### src/rtl/ata_dec_pkg.sv
// Shared definitions for the host address decoder: mode codes,
// card-enable access kinds and task-file index values.
// Assumes the mode input is static while accesses are made.
package ata_dec_pkg;

    localparam int MODE_W = 3;
    localparam int OFF_W  = 4;
    localparam int IDX_W  = 4;

    typedef enum logic [MODE_W-1:0] {
        MODE_MEM    = 3'd0,
        MODE_CONTIG = 3'd1,
        MODE_PRI    = 3'd2,
        MODE_SEC    = 3'd3,
        MODE_IDE    = 3'd4
    } amode_e;

    typedef enum logic [1:0] {
        CE_NONE    = 2'd0,
        CE_WORD    = 2'd1,
        CE_EVEN_LO = 2'd2,
        CE_ODD_HI  = 2'd3
    } cekind_e;

    localparam logic [IDX_W-1:0] IDX_DATA    = 4'd0;
    localparam logic [IDX_W-1:0] IDX_ERRFEAT = 4'd1;
    localparam logic [IDX_W-1:0] IDX_ALTCTL  = 4'd8;
    localparam logic [IDX_W-1:0] IDX_DRVADR  = 4'd9;

    // Classify the two card enables into an access kind.
    function automatic cekind_e ce_kind(input logic ce1_n, input logic ce2_n);
        case ({ce1_n, ce2_n})
            2'b00:   return CE_WORD;
            2'b01:   return CE_EVEN_LO;
            2'b10:   return CE_ODD_HI;
            default: return CE_NONE;
        endcase
    endfunction

endpackage

### src/rtl/ata_strobe_qual.sv
// Qualifies host strobes against the addressing mode.
// Memory mode needs reg_n high with oe_n/we_n; the I/O and disk-drive
// modes need reg_n low with iord_n/iowr_n. A simultaneous read and
// write request is dropped. Purely combinational.
module ata_strobe_qual
    import ata_dec_pkg::*;
(
    input  logic [MODE_W-1:0] mode,
    input  logic              reg_n,
    input  logic              oe_n,
    input  logic              we_n,
    input  logic              iord_n,
    input  logic              iowr_n,
    output logic              rd_req,
    output logic              wr_req
);
    logic mem_fam;
    logic io_fam;
    logic rd_raw;
    logic wr_raw;

    // Decide which strobe family the mode listens to.
    always_comb begin
        mem_fam = (mode == MODE_MEM);
        io_fam  = (mode == MODE_CONTIG) || (mode == MODE_PRI) ||
                  (mode == MODE_SEC)    || (mode == MODE_IDE);
    end

    // Form read/write requests and drop a conflicting pair.
    always_comb begin
        rd_raw = (mem_fam &&  reg_n && !oe_n) || (io_fam && !reg_n && !iord_n);
        wr_raw = (mem_fam &&  reg_n && !we_n) || (io_fam && !reg_n && !iowr_n);
        rd_req = rd_raw && !wr_raw;
        wr_req = wr_raw && !rd_raw;
    end

endmodule

### src/rtl/ata_io_window.sv
// Matches a 10-bit I/O address against an eight-register block at BASE
// and a two-register control pair at CTRL. The block yields offsets
// 0h-7h and the pair yields Eh-Fh. Assumes BASE is 8-aligned and CTRL
// is even.
module ata_io_window
    import ata_dec_pkg::*;
#(
    parameter int              AW   = 10,
    parameter logic [AW-1:0]   BASE = 10'h1F0,
    parameter logic [AW-1:0]   CTRL = 10'h3F6
) (
    input  logic [AW-1:0]    addr,
    output logic             hit,
    output logic [OFF_W-1:0] raw
);
    logic blk_hit;
    logic ctl_hit;

    // Compare address against both windows and form the offset.
    always_comb begin
        blk_hit = (addr[AW-1:3] == BASE[AW-1:3]);
        ctl_hit = (addr[AW-1:1] == CTRL[AW-1:1]);
        hit     = blk_hit || ctl_hit;
        raw     = blk_hit ? {1'b0, addr[2:0]} : {3'b111, addr[0]};
    end

endmodule

### src/rtl/ata_lane_steer.sv
// Turns a register offset and the card-enable kind into a task-file
// index, a word flag and a high-lane flag. The disk-drive arrangement
// uses its own command/control block split. Combinational; assumes
// raw_ok qualifies raw.
module ata_lane_steer
    import ata_dec_pkg::*;
(
    input  logic             ide_mode,
    input  cekind_e          ce,
    input  logic             raw_ok,
    input  logic [OFF_W-1:0] raw,
    output logic             ok,
    output logic [IDX_W-1:0] idx,
    output logic             word,
    output logic             hi
);
    logic [OFF_W-1:0] eff;
    logic             act;
    logic             map_ok;
    logic             word_t;
    logic             hi_t;
    logic [IDX_W-1:0] map_idx;

    // Steer the offset by card-enable kind outside disk-drive mode.
    always_comb begin
        eff    = raw;
        act    = 1'b1;
        word_t = 1'b0;
        hi_t   = 1'b0;
        case (ce)
            CE_WORD:    begin eff[0] = 1'b0; word_t = 1'b1; end
            CE_EVEN_LO: begin end
            CE_ODD_HI:  begin eff[0] = 1'b1; hi_t = 1'b1; end
            default:    act = 1'b0;
        endcase
    end

    // Map a sixteen-slot offset onto the task-file index.
    always_comb begin
        map_ok  = 1'b1;
        map_idx = IDX_DATA;
        case (eff)
            4'h0, 4'h1, 4'h2, 4'h3,
            4'h4, 4'h5, 4'h6, 4'h7: map_idx = eff;
            4'h8, 4'h9:             map_idx = IDX_DATA;
            4'hD:                   map_idx = IDX_ERRFEAT;
            4'hE:                   map_idx = IDX_ALTCTL;
            4'hF:                   map_idx = IDX_DRVADR;
            default:                map_ok  = 1'b0;
        endcase
    end

    // Pick the final result for the active arrangement.
    always_comb begin
        ok   = 1'b0;
        idx  = IDX_DATA;
        word = 1'b0;
        hi   = 1'b0;
        if (ide_mode) begin
            if (ce == CE_EVEN_LO) begin
                ok   = raw_ok;
                idx  = {1'b0, raw[2:0]};
                word = (raw[2:0] == 3'd0);
            end else if (ce == CE_ODD_HI && raw[2:1] == 2'b11) begin
                ok  = raw_ok;
                idx = raw[0] ? IDX_DRVADR : IDX_ALTCTL;
            end
        end else begin
            ok   = raw_ok && act && map_ok && (!word_t || map_idx == IDX_DATA);
            idx  = map_idx;
            word = word_t;
            hi   = hi_t;
        end
    end

endmodule

### src/rtl/ata_host_decode.sv
// Host address decoder for a removable-card ATA task file. It combines
// strobe qualification, mode windows and byte-lane steering, and
// registers the result. Read/write pulses mark the first cycle of an
// access. Assumes mode_sel is static and ADDR_W >= 10.
module ata_host_decode
    import ata_dec_pkg::*;
#(
    parameter int         ADDR_W   = 11,
    parameter logic [9:0] PRI_BASE = 10'h1F0,
    parameter logic [9:0] PRI_CTRL = 10'h3F6,
    parameter logic [9:0] SEC_BASE = 10'h170,
    parameter logic [9:0] SEC_CTRL = 10'h376
) (
    input  logic              clk,
    input  logic              rst_n,
    input  logic [MODE_W-1:0] mode_sel,
    input  logic [ADDR_W-1:0] host_addr,
    input  logic              ce1_n,
    input  logic              ce2_n,
    input  logic              reg_n,
    input  logic              oe_n,
    input  logic              we_n,
    input  logic              iord_n,
    input  logic              iowr_n,
    output logic              tf_sel,
    output logic [IDX_W-1:0]  tf_idx,
    output logic              tf_rd,
    output logic              tf_wr,
    output logic              word_acc,
    output logic              hi_lane,
    output logic              drv_lo_en,
    output logic              drv_hi_en
);
    localparam int IO_AW = 10;
    localparam int N_WIN = 2;
    localparam logic [N_WIN*IO_AW-1:0] WIN_BASES = {SEC_BASE, PRI_BASE};
    localparam logic [N_WIN*IO_AW-1:0] WIN_CTRLS = {SEC_CTRL, PRI_CTRL};

    logic             rd_req;
    logic             wr_req;
    logic [N_WIN-1:0] win_hit;
    logic [OFF_W-1:0] win_raw [N_WIN];
    logic             raw_ok;
    logic [OFF_W-1:0] raw;
    cekind_e          ce_code;
    logic             st_ok;
    logic [IDX_W-1:0] st_idx;
    logic             st_word;
    logic             st_hi;
    logic             hit;
    logic             rd_hit;
    logic             wr_hit;

    logic             sel_q;
    logic [IDX_W-1:0] idx_q;
    logic             word_q;
    logic             hi_q;
    logic             rdact_q;
    logic             wract_q;
    logic             rdp_q;
    logic             wrp_q;

    ata_strobe_qual u_qual (
        .mode   (mode_sel),
        .reg_n  (reg_n),
        .oe_n   (oe_n),
        .we_n   (we_n),
        .iord_n (iord_n),
        .iowr_n (iowr_n),
        .rd_req (rd_req),
        .wr_req (wr_req)
    );

    for (genvar w = 0; w < N_WIN; w++) begin : g_win
        ata_io_window #(
            .AW   (IO_AW),
            .BASE (WIN_BASES[w*IO_AW +: IO_AW]),
            .CTRL (WIN_CTRLS[w*IO_AW +: IO_AW])
        ) u_win (
            .addr (host_addr[IO_AW-1:0]),
            .hit  (win_hit[w]),
            .raw  (win_raw[w])
        );
    end

    // Classify the card enables.
    always_comb ce_code = ce_kind(ce1_n, ce2_n);

    // Select the raw offset source for the active mode.
    always_comb begin
        raw_ok = 1'b0;
        raw    = '0;
        case (mode_sel)
            MODE_MEM, MODE_CONTIG: begin raw_ok = 1'b1; raw = host_addr[OFF_W-1:0]; end
            MODE_PRI:              begin raw_ok = win_hit[0]; raw = win_raw[0]; end
            MODE_SEC:              begin raw_ok = win_hit[1]; raw = win_raw[1]; end
            MODE_IDE:              begin raw_ok = 1'b1; raw = {1'b0, host_addr[2:0]}; end
            default:               begin raw_ok = 1'b0; raw = '0; end
        endcase
    end

    ata_lane_steer u_steer (
        .ide_mode (mode_sel == MODE_IDE),
        .ce       (ce_code),
        .raw_ok   (raw_ok),
        .raw      (raw),
        .ok       (st_ok),
        .idx      (st_idx),
        .word     (st_word),
        .hi       (st_hi)
    );

    // Combine decode with direction; drop writes to the read-only slot.
    always_comb begin
        hit    = st_ok && (rd_req || wr_req) && !(wr_req && st_idx == IDX_DRVADR);
        rd_hit = hit && rd_req;
        wr_hit = hit && wr_req;
    end

    // Register the decoded access and form first-cycle pulses.
    always_ff @(posedge clk) begin
        if (!rst_n) begin
            sel_q   <= 1'b0;
            idx_q   <= '0;
            word_q  <= 1'b0;
            hi_q    <= 1'b0;
            rdact_q <= 1'b0;
            wract_q <= 1'b0;
            rdp_q   <= 1'b0;
            wrp_q   <= 1'b0;
        end else begin
            sel_q   <= hit;
            idx_q   <= hit ? st_idx : '0;
            word_q  <= hit && st_word;
            hi_q    <= hit && st_hi;
            rdact_q <= rd_hit;
            wract_q <= wr_hit;
            rdp_q   <= rd_hit && !rdact_q;
            wrp_q   <= wr_hit && !wract_q;
        end
    end

    // Drive the outputs, with lane enables only during reads.
    always_comb begin
        tf_sel    = sel_q;
        tf_idx    = idx_q;
        tf_rd     = rdp_q;
        tf_wr     = wrp_q;
        word_acc  = word_q;
        hi_lane   = hi_q;
        drv_lo_en = rdact_q && (word_q || !hi_q);
        drv_hi_en = rdact_q && (word_q || hi_q);
    end

endmodule

### config.mk
export PLATFORM = sky130hd
export DESIGN_NAME = ata_host_decode
export DESIGN_NICKNAME = d
export VERILOG_FILES = /design/src/rtl/ata_dec_pkg.sv /design/src/rtl/ata_strobe_qual.sv /design/src/rtl/ata_io_window.sv /design/src/rtl/ata_lane_steer.sv /design/src/rtl/ata_host_decode.sv
export SDC_FILE = /design/constraint.sdc
export NUM_CORES = 1
export LEC_CHECK = 0
export ABC_AREA = 1
export BUFFER_PORTS_ARGS = -buffer_cell sky130_fd_sc_hd__buf_2
export CORE_UTILIZATION = 40
export CTS_BUF_LIST = sky130_fd_sc_hd__clkbuf_4 sky130_fd_sc_hd__clkbuf_8
export CTS_CLUSTER_SIZE = 16
export DETAILED_ROUTE_END_ITERATION = 10
export GPL_TIMING_DRIVEN = 0
export PLACE_DENSITY = 0.8
export SLEW_MARGIN = 20
export SYNTH_ARGS = -nofsm -noshare
export SYNTH_HDL_FRONTEND = slang
export SYNTH_SLANG_ARGS = --single-unit
### constraint.sdc
create_clock -name clk -period 2.2 [get_ports clk]
set_input_delay 0.11 -clock clk [delete_from_list [all_inputs] [get_ports clk]]
set_output_delay 0.11 -clock clk [all_outputs]
set_load 0.01 [all_outputs]
* Word level (Yosys, flattened, before mapping) *
Cells that the tools add are included.

word-level totals
  register bits after elaboration = 11
  bits of input ports = 23
  output and inout bits = 11
  logic and storage cells = 113

operators by class
  equality and inequality tests = 27
  mux-type cells = 21
  reductions and logical operators = 57

operator list
  cell                count
  $pmux 4 s4          2
  $eq 4x4->1 const B  6
  $logic_and 1x1->1   23
  $mux 4              5
  $eq 9x9->1 const B  2
  $eq 4x3->1 const B  4
  $eq 7x6->1 const B  2
  $reduce_or 13->1    1
  $logic_not 1->1     12
  $logic_or 1x1->1    11
  $mux 1              11
  $eq 2x2->1 const B  4
  $eq 4x2->1 const B  2
  $logic_not 4->1     2
  $reduce_or 8->1     1
  $eq 3x2->1 const B  2
  $logic_not 3->1     2
  $pmux 2 s3          1
  $reduce_or 3->1     2
  $eq 2x1->1 const B  2
  $eq 4x1->1 const B  1
  $eq 3x1->1 const B  1
  $eq 3x3->1 const B  1
  $pmux 1 s3          1
  other kinds (4)     4

* Logic depth before layout (Yosys ltp) *
Gate-level depths: netlist of run 1.

  word-level depth = 15
  gate-level depth with buffers = 16

* By module *
From an unflattened synthesis of run 1, not the netlist that was laid out.

second synthesis, totals
  cell total of the unflattened synthesis = 171
  area total of the unflattened synthesis = 962.2 sq um

modules (own cells, without submodules)
  module                          instances  cells an instance  area each (sq um)  sequential area each (sq um)
  ata_host_decode                 1          79                 535.5              220.2
  ata_lane_steer                  1          36                 160.2              0.0
  ata_strobe_qual                 1          24                 110.1              0.0
  ata_io_window (g_win[1].u_win)  1          18                 90.1               0.0
  ata_io_window (g_win[0].u_win)  1          14                 66.3               0.0

* Worst setup path after synthesis of run 1 *
Ideal clock, no wire load.

  path kind = input port to flip-flop
  start = in mode_sel[0]
  end = reg idx_q[0] (netlist: tf_idx[0])
  setup time = 0.066 ns
  arrival = 1.501 ns
  setup slack = 0.633 ns
  stages on the path = 12
  path buffers = 0
  cell sequence = nor2_2 > nor2_1 > inv_1 > nand2_1 > o22ai_1 > inv_1 > ha_1 > inv_1 > nand2_1 > a21oi_4 > nand3_4 > a21oi_2

between the ends
  word-level cells in the longest chain between the ends = 14

RTL lines
  what                                                  RTL line                                                             source
  start: declaration                                    ata_host_decode.sv:16                                                input logic [MODE_W-1:0] mode_sel,
  $eq 3x1->1 / $logic_not 3->1 (equally long branches)  ata_strobe_qual.sv:25, ata_host_decode.sv:93, ata_strobe_qual.sv:24
  $reduce_or 2->1                                       --
  $pmux 4 s4                                            ata_host_decode.sv:93                                                case (mode_sel)
  $pmux 1 s2                                            ata_lane_steer.sv:30                                                 case (ce)
  $eq 4x1->1 (tied with other cells)                    ata_lane_steer.sv:42                                                 case (eff)
  $reduce_or 8->1                                       ata_lane_steer.sv:42
  $pmux 4 s4                                            ata_lane_steer.sv:42
  $logic_not 4->1                                       ata_lane_steer.sv:69                                                 ok = raw_ok && act && map_ok && (!word_t || map_idx == IDX_DATA);
  $logic_or 1x1->1                                      ata_lane_steer.sv:69
  $logic_and 1x1->1                                     ata_lane_steer.sv:69
  $mux 1                                                ata_lane_steer.sv:59                                                 if (ide_mode) begin
  $logic_and 1x1->1 (2 in series)                       ata_host_decode.sv:115                                               hit = st_ok && (rd_req || wr_req) && !(wr_req && st_idx == IDX_DRVADR);
  $reduce_and 2->1 (no line)                            --
  end signal: assignment                                ata_host_decode.sv:133                                               idx_q <= hit ? st_idx : '0;
  end: declaration                                      ata_host_decode.sv:55                                                logic [IDX_W-1:0] idx_q;

Parallel ways exist; a longest one is shown, timed or not.
A chain may end at the register's enable or synchronous reset.

* Worst setup path after layout of run 1 *
  start = in mode_sel[2]
  end = reg rdp_q (netlist: tf_rd)

between the ends
  word-level cells in the longest chain between the ends = 15

RTL lines
  what                                                  RTL line                                                             source
  $eq 3x1->1 / $logic_not 3->1 (equally long branches)  ata_strobe_qual.sv:25, ata_host_decode.sv:93, ata_strobe_qual.sv:24
  $reduce_or 2->1                                       --
  $pmux 4 s4                                            ata_host_decode.sv:93
  $pmux 1 s2                                            ata_lane_steer.sv:30
  $eq 4x1->1 (tied with other cells)                    ata_lane_steer.sv:42
  $reduce_or 8->1                                       ata_lane_steer.sv:42
  $pmux 4 s4                                            ata_lane_steer.sv:42
  $logic_not 4->1                                       ata_lane_steer.sv:69
  $logic_or 1x1->1                                      ata_lane_steer.sv:69
  $logic_and 1x1->1                                     ata_lane_steer.sv:69
  $mux 1                                                ata_lane_steer.sv:59
  $logic_and 1x1->1 (2 in series)                       ata_host_decode.sv:115
  $logic_and 1x1->1 (*)                                 ata_host_decode.sv:116                                               rd_hit = hit && rd_req;
  $logic_and 1x1->1 (*)                                 ata_host_decode.sv:138                                               rdp_q <= rd_hit && !rdact_q;
  end signal: assignment                                ata_host_decode.sv:138
  end: declaration                                      ata_host_decode.sv:60                                                logic rdp_q;

Mark *: on every way between the ends. The rest lies on a longest branch, timed or not.

==> results of run 1 <==
-- critical path, delay by kind of cell --
family                   cells  cell delay, ns
adder cells (fa/ha/maj)      1            0.29
AO/OA/AOI/OAI                2            0.33
AND/OR/NAND/NOR              5            0.51
buffers and inverters        5            0.60
-- layout by cell type, fill, tap and decap left out, types with 2 or more instances in the layout --
cell type | netlist | layout
a21oi_1 | 7 | 7
nand2_2 | 4 | 4
nor2_1 | 22 | 22
dfxtp_1 | 11 | 11
buf_2 | 0 | 32
nor3_1 | 2 | 2
nand3_1 | 9 | 9
inv_2 | 2 | 2
nand4_1 | 3 | 3
nor2_4 | 2 | 2
nor2_2 | 2 | 2
clkbuf_4 | 0 | 4
ha_1 | 2 | 2
inv_1 | 23 | 23
nand2_1 | 30 | 30
o22ai_1 | 2 | 2
-- metrics by stage --
stage | utilization [%] | setup WS, ns | cell area, um2 | hold WS (ns)
after CTS | 56.7 | 0.565 | 1030 | 0.165
after global placement | 55.1 | 0.339 | 1000 | 0.377
after floorplan | - | 0.633 | 811 | 0.288
after global routing | 56.7 | 0.358 | 1030 | 0.204
final | 56.7 | 0.564 | 1030 | 0.173
after detailed placement | 55.1 | 0.284 | 1000 | 0.375
-- logic make-up after synthesis --
| group | count (synthesis) |
|---|---|
| adder cells (fa/ha/maj) | 2 |
| buffers and inverters | 26 |
| AO/OA/AOI/OAI | 15 |
| flip-flops | 11 |
| AND/OR/NAND/NOR | 77 |
-- flip-flops by register name, indices dropped and copies added (netlist names) --
signal	cells
hi_lane	1
tf_sel	1
tf_wr	1
tf_rd	1
word_acc	1
tf_idx	4
wract_q	1
rdact_q	1
-- report_power, final --
| part | total, mW | internal [mW] | switching (mW) |
|---|---|---|---|
| Combinational | 0.123 | 0.0463 | 0.0771 |
| Sequential | 0.202 | 0.202 | 0.000692 |
| Clock | 0.149 | 0.0826 | 0.0664 |
-- per-layer routing --
layer  vias up  wire length [um]  track usage, %
met4         0                10            4.57
met1       405               769            22.8
met2        20               862            30.0
met5         -                 0               0
li1        482                 -               -
met3         2                71            5.77
-- final timing paths --
path                 startpoint                   end  slack, ns  cells after the start
max                 mode_sel[2]      tf_rd$_SDFF_PN0_       0.56                     13
min                host_addr[3]  tf_idx[1]$_SDFF_PN0_       0.17                      4
max reg2reg  rdact_q$_SDFF_PN0_      tf_rd$_SDFF_PN0_       1.73                      1
min reg2reg  wract_q$_SDFF_PN0_      tf_wr$_SDFF_PN0_       0.40                      1
-- area by class of cell --
cell class | instances | area [um2] | share of cell area (%)
well taps | 25 | 31.3 | 3.03
multi-input cells | 94 | 490 | 47.5
repair buffers | 32 | 160 | 15.5
inverters | 26 | 100 | 9.70
flip-flops and latches | 11 | 220 | 21.3
clock buffers | 4 | 30.0 | 2.91
==> flow_summary_export.csv, run 1 <==
group,metric,value,unit
floorplanning,core-area,0.00182,mm2
setup_path,arrival,1.85,ns
yosys,yosys-top-cells-count,"30 x nand2_1, 23 x inv_1, 22 x nor2_1",
clock_tree,path_clk_slew,0.07,ns
sta,period_share,74.4,%
power_and_ir_drop,power.density,460,mW/mm2
yosys,synthDistinctLibCells,24,
yosys,netlist_area,811,um2
route,vias,909,
sta,slew_violations,0,
yosys,synthTopCellsByArea,"dfxtp_1 27%, nand2_1 14%, inv_1 11%",
sta,setup_viol,0,
floorplanning,die_y,47.0,um
clock_tree,insertion_delay,0.27,ns
finish,fillCellCount,185,
floorplanning,num_rows,15,
clock_tree,cts_tree,"built",
sta,rsz0062_at_grt,"false",
yosys,synthMuxAreaShare,0,%
yosys,yosys.area_share.adder,3.09,%
yosys,syn_avg_cell_area,6.19,um2
clock_tree,postCtsSetupBuffers,0,
place,place_inst,188,
yosys,post-synth-top-area-fraction,27.2,%
grt,grt_pass1_wl,2.82,mm
clock_tree,clkSinkCount,11,
power_and_ir_drop,p_total,0.475,mW
floorplanning,dieArea,0.00221,mm2
floorplanning,dieWidth,47.0,um
yosys,syn_inst,131,
finish,drive_above_1_share,31.1,%
sta,post-route-min-period,1.64,ns
sta,clock_skew,0.0000994,ns
sta,setup_tns,0,ns
sta,fmax,611,MHz
clock_tree,post_cts_resized,0,
run,drv_cap,0,
setup_path,cpMostUsedCell,"inv_1",
power_and_ir_drop,leakage,0.571,nW
yosys,yosysMostFrequentCell,"nand2_1",
yosys,yosysTopAreaCell,"dfxtp_1",
grt,grt_overflow,0,
yosys,synth_nets,156,
yosys,synth_top_family_by_area,"simple AND/OR/NAND/NOR gates",
setup_path,crit_type,"in -> reg",
clock_tree,cts_buffers,3,
yosys,synth_xor_area_share,0,%
grt,grt_max_degree,8,
hold_path,min_path_type,"in -> reg",
setup_path,cp_cell_sequence,"buf_2 -> inv_1 -> nor2_1 -> inv_1 -> nand2_1 -> o22ai_1 -> inv_1 -> ha_1 -> inv_1 -> nand2_1 -> a21oi_4 -> nand4_1 -> nor2_1",
yosys,synthFlopType,"dfxtp_1",
sta,tightest_slew,0.275,ns
route,drc,0,
grt,grt_usage,18.1,%
route,wl_per_cell,8.93,um
place,numPortBuffers,32,
route,drt_iter0_markers,21,
status,status,"finished, final reports clean",
yosys,yosys.area_share.simple,45.2,%
place,hpwl,1.45,mm
setup_path,cp-start-kind,"input port",
yosys,synth_compound_area_share,12.2,%
yosys,synth_edf_count,0,
finish,area_growth,27.3,%
setup_path,worst_setup_path_end_kind,"register",
finish,antennaDiodeCount,0,
place,gp_congestion,0.881,
clock_tree,ctsHtreeMaxLevel,1,
floorplanning,initial_utilization,44.5,%
yosys,async_flop_share,0,%
floorplanning,ios,34,
finish,nets,193,
sta,relSlewSlack,81.6,%
grt,grt_pass1_vias,735,
route,dr.pass1.iters,4,
setup_path,slowest_stage,"ha_1",
finish,layout.cells.non_filler,192,
yosys,yosys_warnings,0,
setup_path,critPathMaxStageDelay,0.29,ns
sta,hold_viol,0,
clock_tree,cts_hold_buf,0,
clock_tree,ctsLongestPathBuffers,2,
setup_path,crit_path_max_fanout,6,
route,ant_nets,0,
clock_tree,cts-root-buf,"clkbuf_4",
yosys,synth-seq-cells,11,
route,totalWireLength,1.71,mm
grt,antenna_found_initial,0,
yosys,synth.yosys.seq_area_share,27.2,%
power_and_ir_drop,ir_drop,0.297,mV
setup_path,worstPathRequired,2.41,ns
route,via_per_inst,4.73,
No activity file was read; power rests on OpenSTA's default activity.
==> run 2, diff against run 1 <==
--- a/config.mk
+++ b/config.mk
@@ -5,14 +5,14 @@
 export SDC_FILE = /design/constraint.sdc
 export NUM_CORES = 1
 export LEC_CHECK = 0
-export ABC_AREA = 1
+export ABC_AREA = 0
 export BUFFER_PORTS_ARGS = -buffer_cell sky130_fd_sc_hd__buf_2
 export CORE_UTILIZATION = 40
 export CTS_BUF_LIST = sky130_fd_sc_hd__clkbuf_4 sky130_fd_sc_hd__clkbuf_8
 export CTS_CLUSTER_SIZE = 16
 export DETAILED_ROUTE_END_ITERATION = 10
 export GPL_TIMING_DRIVEN = 0
-export PLACE_DENSITY = 0.8
+export PLACE_DENSITY = 0.81
 export SLEW_MARGIN = 20
 export SYNTH_ARGS = -nofsm -noshare
 export SYNTH_HDL_FRONTEND = slang
==> constraint.sdc (replaced) <==
create_clock -name clk -period 1.7 [get_ports clk]
set_input_delay 0.085 -clock clk [delete_from_list [all_inputs] [get_ports clk]]
set_output_delay 0.085 -clock clk [all_outputs]
set_load 0.01 [all_outputs]
==> flow_summary_export.csv, run 2 <==
group,metric,value,unit
clock_tree,path_clk_slew,0.07,ns
yosys,netlist_area,758,um2
hold_path,min_path_type,"in -> reg",
yosys,yosys.area_share.simple,35.5,%
route,ant_nets,0,
grt,grt_pass1_vias,730,
status,violations,"negative setup slack",
setup_path,path_buf_inv,5,
floorplanning,dieWidth,45.5,um
grt,antenna_found_initial,0,
setup_path,worstPathRequired,1.92,ns
sta,hold_slack,0.0838,ns
sta,post-route-min-period,1.90,ns
yosys,synthMuxAreaShare,1.32,%
clock_tree,cts-root-buf,"clkbuf_4",
status,status,"finished, violations left",
yosys,yosysMostFrequentCell,"dfxtp_1",
finish,multi_input_area,531,um2
yosys,yosys_warnings,0,
setup_path,slowest_stage,"or3_4",
floorplanning,die_y,45.5,um
place,numPortBuffers,30,
finish,largest_reg_flops,4,
sta,clock_skew,0.0000800,ns
yosys,synth-seq-cells,11,
yosys,syn_inst,88,
route,drc,0,
clock_tree,cts_buffers,3,
sta,setup_viol,11,
route,totalWireLength,1.96,mm
yosys,syn_avg_cell_area,8.62,um2
finish,fillCellCount,152,
yosys,post-synth-top-area-fraction,29.0,%
power_and_ir_drop,ir_drop,0.335,mV
setup_path,cpMostUsedCell,"buf_6",
route,vias,863,
sta,setup_tns,-1.57,ns
route,dr.pass1.iters,4,
route,via_per_inst,5.57,
setup_path,crit_path_max_fanout,6,
setup_path,worst_setup_path_end_kind,"register",
finish,regArea,220,um2
route,wl_per_cell,12.6,um
yosys,synth_top_family_by_area,"simple AND/OR/NAND/NOR gates",
yosys,synth.yosys.seq_area_share,29.0,%
setup_path,cp_cell_sequence,"buf_6 -> or3_4 -> o21a_1 -> ha_1 -> inv_1 -> nand3_1 -> a221o_1 -> o31a_1 -> buf_6 -> buf_6 -> buf_6 -> nor2_1",
finish,final_cell_area,0.00111,mm2
setup_path,crit_type,"in -> reg",
yosys,synth_edf_count,0,
grt,grt_overflow,0,
floorplanning,dieArea,0.00207,mm2
yosys,synth_nets,113,
finish,layout_commonest_cell,"buf_2",
power_and_ir_drop,p_total,0.590,mW
sta,rsz0062_at_grt,"true",
finish,mostFrequentLayoutCells,"27 x buf_2, 11 x dfxtp_1, 8 x nand2_1",
sta,setup_slack,-0.200,ns
floorplanning,num_rows,15,
clock_tree,cts_tree,"built",
floorplanning,core-area,0.00175,mm2
sta,hold_viol,0,
yosys,yosysTopAreaCell,"dfxtp_1",
grt,grt_pass1_wl,2.95,mm
clock_tree,ctsHtreeMaxLevel,1,
floorplanning,ios,34,
yosys,yosys.area_share.adder,3.30,%
finish,antennaDiodeCount,0,
yosys,synth_xor_area_share,1.16,%
place,place_area,980,um2
clock_tree,ctsLongestPathBuffers,2,
floorplanning,initial_utilization,43.4,%
clock_tree,clkSinkCount,11,
sta,relSlewSlack,72.4,%
yosys,async_flop_share,0,%
yosys,synthFlopType,"dfxtp_1",
place,hpwl,1.43,mm
run,drv_cap,0,
grt,grt_usage,20.0,%
place,gp_congestion,0.902,
power_and_ir_drop,leakage,0.461,nW
clock_tree,insertion_delay,0.26,ns
finish,area_growth,46.9,%
yosys,synthDistinctLibCells,41,
setup_path,arrival,2.12,ns
route,drt_iter0_markers,33,
setup_path,cp_top_family,"compound AO/OA/AOI/OAI gates",
sta,period_share,112,%
grt,grt_max_degree,10,
sta,tightest_slew,0.413,ns
sta,slew_violations,0,
yosys,synthTopCellsByArea,"dfxtp_1 29%, nor4b_4 6.3%, nand2_1 4.0%",
yosys,yosys-top-cells-count,"11 x dfxtp_1, 8 x nand2_1, 6 x nor2_1",
setup_path,critPathMaxStageDelay,0.38,ns
finish,drive_above_1_share,42.3,%
power_and_ir_drop,power.density,530,mW/mm2
setup_path,cp-start-kind,"input port",
finish,nets,156,
sta,fmax,526,MHz
yosys,synth_compound_area_share,25.1,%
run 2: cell count changes in the layout (fill, tap and decap cells not counted), sizes merged, moves of 4 or more:
cell | previous run | this run
nand2 | 34 | 8
inv | 26 | 3
nor2 | 26 | 7
nand3 | 11 | 1
buf | 32 | 40
a21oi | 9 | 3
nand2b | 0 | 4
run 2: metrics by stage:
step / util, % / setup slack [ns] / cells
2_1_floorplan: - / -0.417 / 88
6_report: 63.8 / -0.200 / 155
3_3_place_gp: 56.1 / -0.585 / 143
4_1_cts: 62.5 / -0.270 / 154
5_1_grt: 63.8 / -0.258 / 155
3_5_place_dp: 56.1 / -0.621 / 143
run 2: final timing paths:
kind | from | endpoint | slack [ns] | cells past startpoint
max | reg_n | tf_sel$_SDFF_PN0_ | -0.20 | 12
min | ce1_n | word_acc$_SDFF_PN0_ | 0.08 | 2
max reg2reg | rdact_q$_SDFF_PN0_ | tf_rd$_SDFF_PN0_ | 1.02 | 1
min reg2reg | wract_q$_SDFF_PN0_ | tf_wr$_SDFF_PN0_ | 0.46 | 1
run 2: power breakdown:
part | internal [mW] | switching (mW) | total, mW
Clock | 0.0872 | 0.0890 | 0.176
Sequential | 0.259 | 0.000611 | 0.260
Combinational | 0.0792 | 0.0754 | 0.155
run 2: cell families (layout without fill, tap and decap cells):
family | count (synthesis) | in the layout
and+or+nand+nor | 41 | 41
AOI/OAI and AO/OA | 25 | 25
DFF | 11 | 11
buffers and inverters | 7 | 49
adders and majority gates | 2 | 2
xor gates and xnor gates | 1 | 1
muxes | 1 | 1
run 2: what timing repair did:
action | 4_1_cts | 5_1_grt
pin swaps | 9 | 7
endpoints found under the setup margin | 11 | 11
hold buffers | 0 | 0
gates resized for setup | 12 | 4
buffers inserted | 8 | 1
run 2: layout make-up:
type | instances | area share (%)
tap | 25 | 2.81
sequential | 11 | 19.8
timing repair buffer | 39 | 22.7
buffer | 3 | 3.60
clock buffer | 3 | 2.02
multi-input combinational | 70 | 47.6
inverter | 3 | 1.01
clock inverter | 1 | 0.449
run 2: layer usage:
layer	share of wire (%)	global-route usage (%)	routed length [um]	vias to the layer above
li1	-	-	-	419
met1	42	25.0	821	395
met2	48	32.3	937	46
met3	9.1	7.94	178	3
met4	0.97	3.64	19	0
met5	0	0	0	-
==> run 3, diff against run 2 <==
--- a/config.mk
+++ b/config.mk
@@ -9,10 +9,11 @@
 export BUFFER_PORTS_ARGS = -buffer_cell sky130_fd_sc_hd__buf_2
 export CORE_UTILIZATION = 40
 export CTS_BUF_LIST = sky130_fd_sc_hd__clkbuf_4 sky130_fd_sc_hd__clkbuf_8
-export CTS_CLUSTER_SIZE = 16
+export CTS_CLUSTER_SIZE = 14
 export DETAILED_ROUTE_END_ITERATION = 10
 export GPL_TIMING_DRIVEN = 0
 export PLACE_DENSITY = 0.81
+export REMOVE_ABC_BUFFERS = 1
 export SLEW_MARGIN = 20
 export SYNTH_ARGS = -nofsm -noshare
 export SYNTH_HDL_FRONTEND = slang
==> flow_summary_export.csv, run 3 (same netlist as run 2, synthesis figures left out) <==
group,metric,value,unit
status,status,"finished, violations left",
status,violations,"negative setup slack",
clock_tree,cts-root-buf,"clkbuf_4",
clock_tree,clkSinkCount,11,
route,dr.pass1.iters,4,
place,numPortBuffers,32,
setup_path,path_buf_inv,3,
sta,setup_tns,-1.53,ns
route,drc,0,
floorplanning,dieWidth,45.5,um
finish,fillCellCount,152,
sta,fmax,529,MHz
power_and_ir_drop,leakage,0.446,nW
floorplanning,ios,34,
clock_tree,ctsLongestPathBuffers,2,
setup_path,startpoint,"reg_n",
grt,antenna_found_initial,0,
setup_path,crit_type,"in -> reg",
sta,tightest_slew,0.654,ns
clock_tree,cts_tree,"built",
finish,area_growth,47.2,%
route,ant_nets,0,
route,totalWireLength,1.97,mm
sta,post-route-min-period,1.89,ns
setup_path,worstPathRequired,1.89,ns
route,vias,844,
finish,mostFrequentLayoutCells,"28 x buf_2, 11 x dfxtp_1, 8 x nand2_1",
place,hpwl,1.30,mm
setup_path,crit_path_max_fanout,5,
route,via_per_inst,5.59,
finish,layout_commonest_cell,"buf_2",
grt,grt_pass1_vias,726,
setup_path,arrival,2.08,ns
clock_tree,insertion_delay,0.26,ns
setup_path,cp_top_family,"compound AO/OA/AOI/OAI gates",
clock_tree,path_clk_slew,0.06,ns
grt,grt_max_degree,11,
sta,rsz0062_at_grt,"true",
setup_path,worst_setup_path_end_kind,"register",
finish,largest_reg_flops,4,
grt,grt_usage,19.9,%
sta,hold_viol,0,
floorplanning,core-area,0.00175,mm2
floorplanning,die_y,45.5,um
place,place_ws,-0.847,ns
setup_path,cp-start-kind,"input port",
sta,setup_viol,11,
sta,period_share,111,%
hold_path,min_path_type,"in -> reg",
floorplanning,num_rows,15,
floorplanning,initial_utilization,43.4,%
finish,nets,152,
grt,grt_pass1_wl,3.01,mm
place,gp_congestion,0.924,
finish,fin_util,63.9,%
sta,slew_violations,0,
run,drv_cap,0,
sta,relSlewSlack,56.0,%
finish,drive_above_1_share,42.9,%
clock_tree,ctsHtreeMaxLevel,1,
finish,antennaDiodeCount,0,
setup_path,r2r-start,"rdact_q$_SDFF_PN0_",
power_and_ir_drop,power.density,537,mW/mm2
clock_tree,cts_buffers,3,
sta,setup_slack,-0.191,ns
setup_path,critPathMaxStageDelay,0.39,ns
route,drt_iter0_markers,16,
hold_path,min_from,"ce1_n",
setup_path,cp_cell_sequence,"buf_6 -> or3_4 -> o21a_1 -> ha_1 -> inv_1 -> nand3_1 -> a221o_1 -> buf_4 -> o31a_4 -> nor3b_2",
setup_path,slowest_stage,"or3_4",
grt,grt_overflow,0,
sta,clock_skew,0.00426,ns
floorplanning,dieArea,0.00207,mm2
route,wl_per_cell,13.1,um
power_and_ir_drop,ir_drop,0.491,mV
[run 3: cell types whose count changed in the layout (fill, tap and decap cells not counted), moves of 2 or more]
cell	previous run	this run
nor3_1	0	2
o31a_4	0	2
nor2_1	5	3
nor3_2	2	0
buf_4	7	4
nor2_4	1	3
buf_6	5	3
[run 3: layout make-up]
| cell class | instances | area [um2] | area share [%] |
|---|---|---|---|
| inverters | 3 | 11.3 | 1.01 |
| multi-input cells | 71 | 579 | 51.9 |
| flip-flops and latches | 11 | 220 | 19.7 |
| repair buffers | 37 | 244 | 21.9 |
| clock buffers | 4 | 30.0 | 2.69 |
| well taps | 25 | 31.3 | 2.80 |
[run 3: where the power goes]
part / internal (mW) / switching, mW / total [mW]
Clock: 0.107 / 0.0795 / 0.186
Combinational: 0.0757 / 0.0778 / 0.153
Sequential: 0.259 / 0.000658 / 0.260
Total: 0.442 / 0.158 / 0.599
[run 3: through the flow]
stage	total power [mW]	instance area, um2	hold slack [ns]	cells
after floorplan	0.331	734	0.164	84
after global placement	0.383	926	0.365	141
after detailed placement	0.386	926	0.366	141
after CTS	0.597	1080	0.0867	150
after global routing	0.623	1120	0.107	151
final	0.599	1120	0.0900	151
[run 3: repair_timing]
action	in CTS	in global routing
pin swaps	11	2
setup endpoints to repair	11	11
hold buffers	0	0
setup buffers	4	1
resized for setup	18	8
cloned	1	0
[run 3: metal layers]
layer / vias up / track usage (%) / share of wire (%)
met4: 0 / 1.82 / 0.71
met3: 5 / 4.76 / 5.5
li1: 415 / - / -
met1: 389 / 23.1 / 42
met5: - / 0 / 0
met2: 35 / 37.4 / 52
[run 3: path summary, 6_finish.rpt]
kind | cells after the start | to | slack (ns)
worst max-delay path | 10 | tf_idx[3]$_SDFF_PN0_ | -0.19
worst min-delay path | 2 | word_acc$_SDFF_PN0_ | 0.09
worst max register to register | 1 | tf_rd$_SDFF_PN0_ | 1.01
worst min register to register | 1 | tf_wr$_SDFF_PN0_ | 0.44
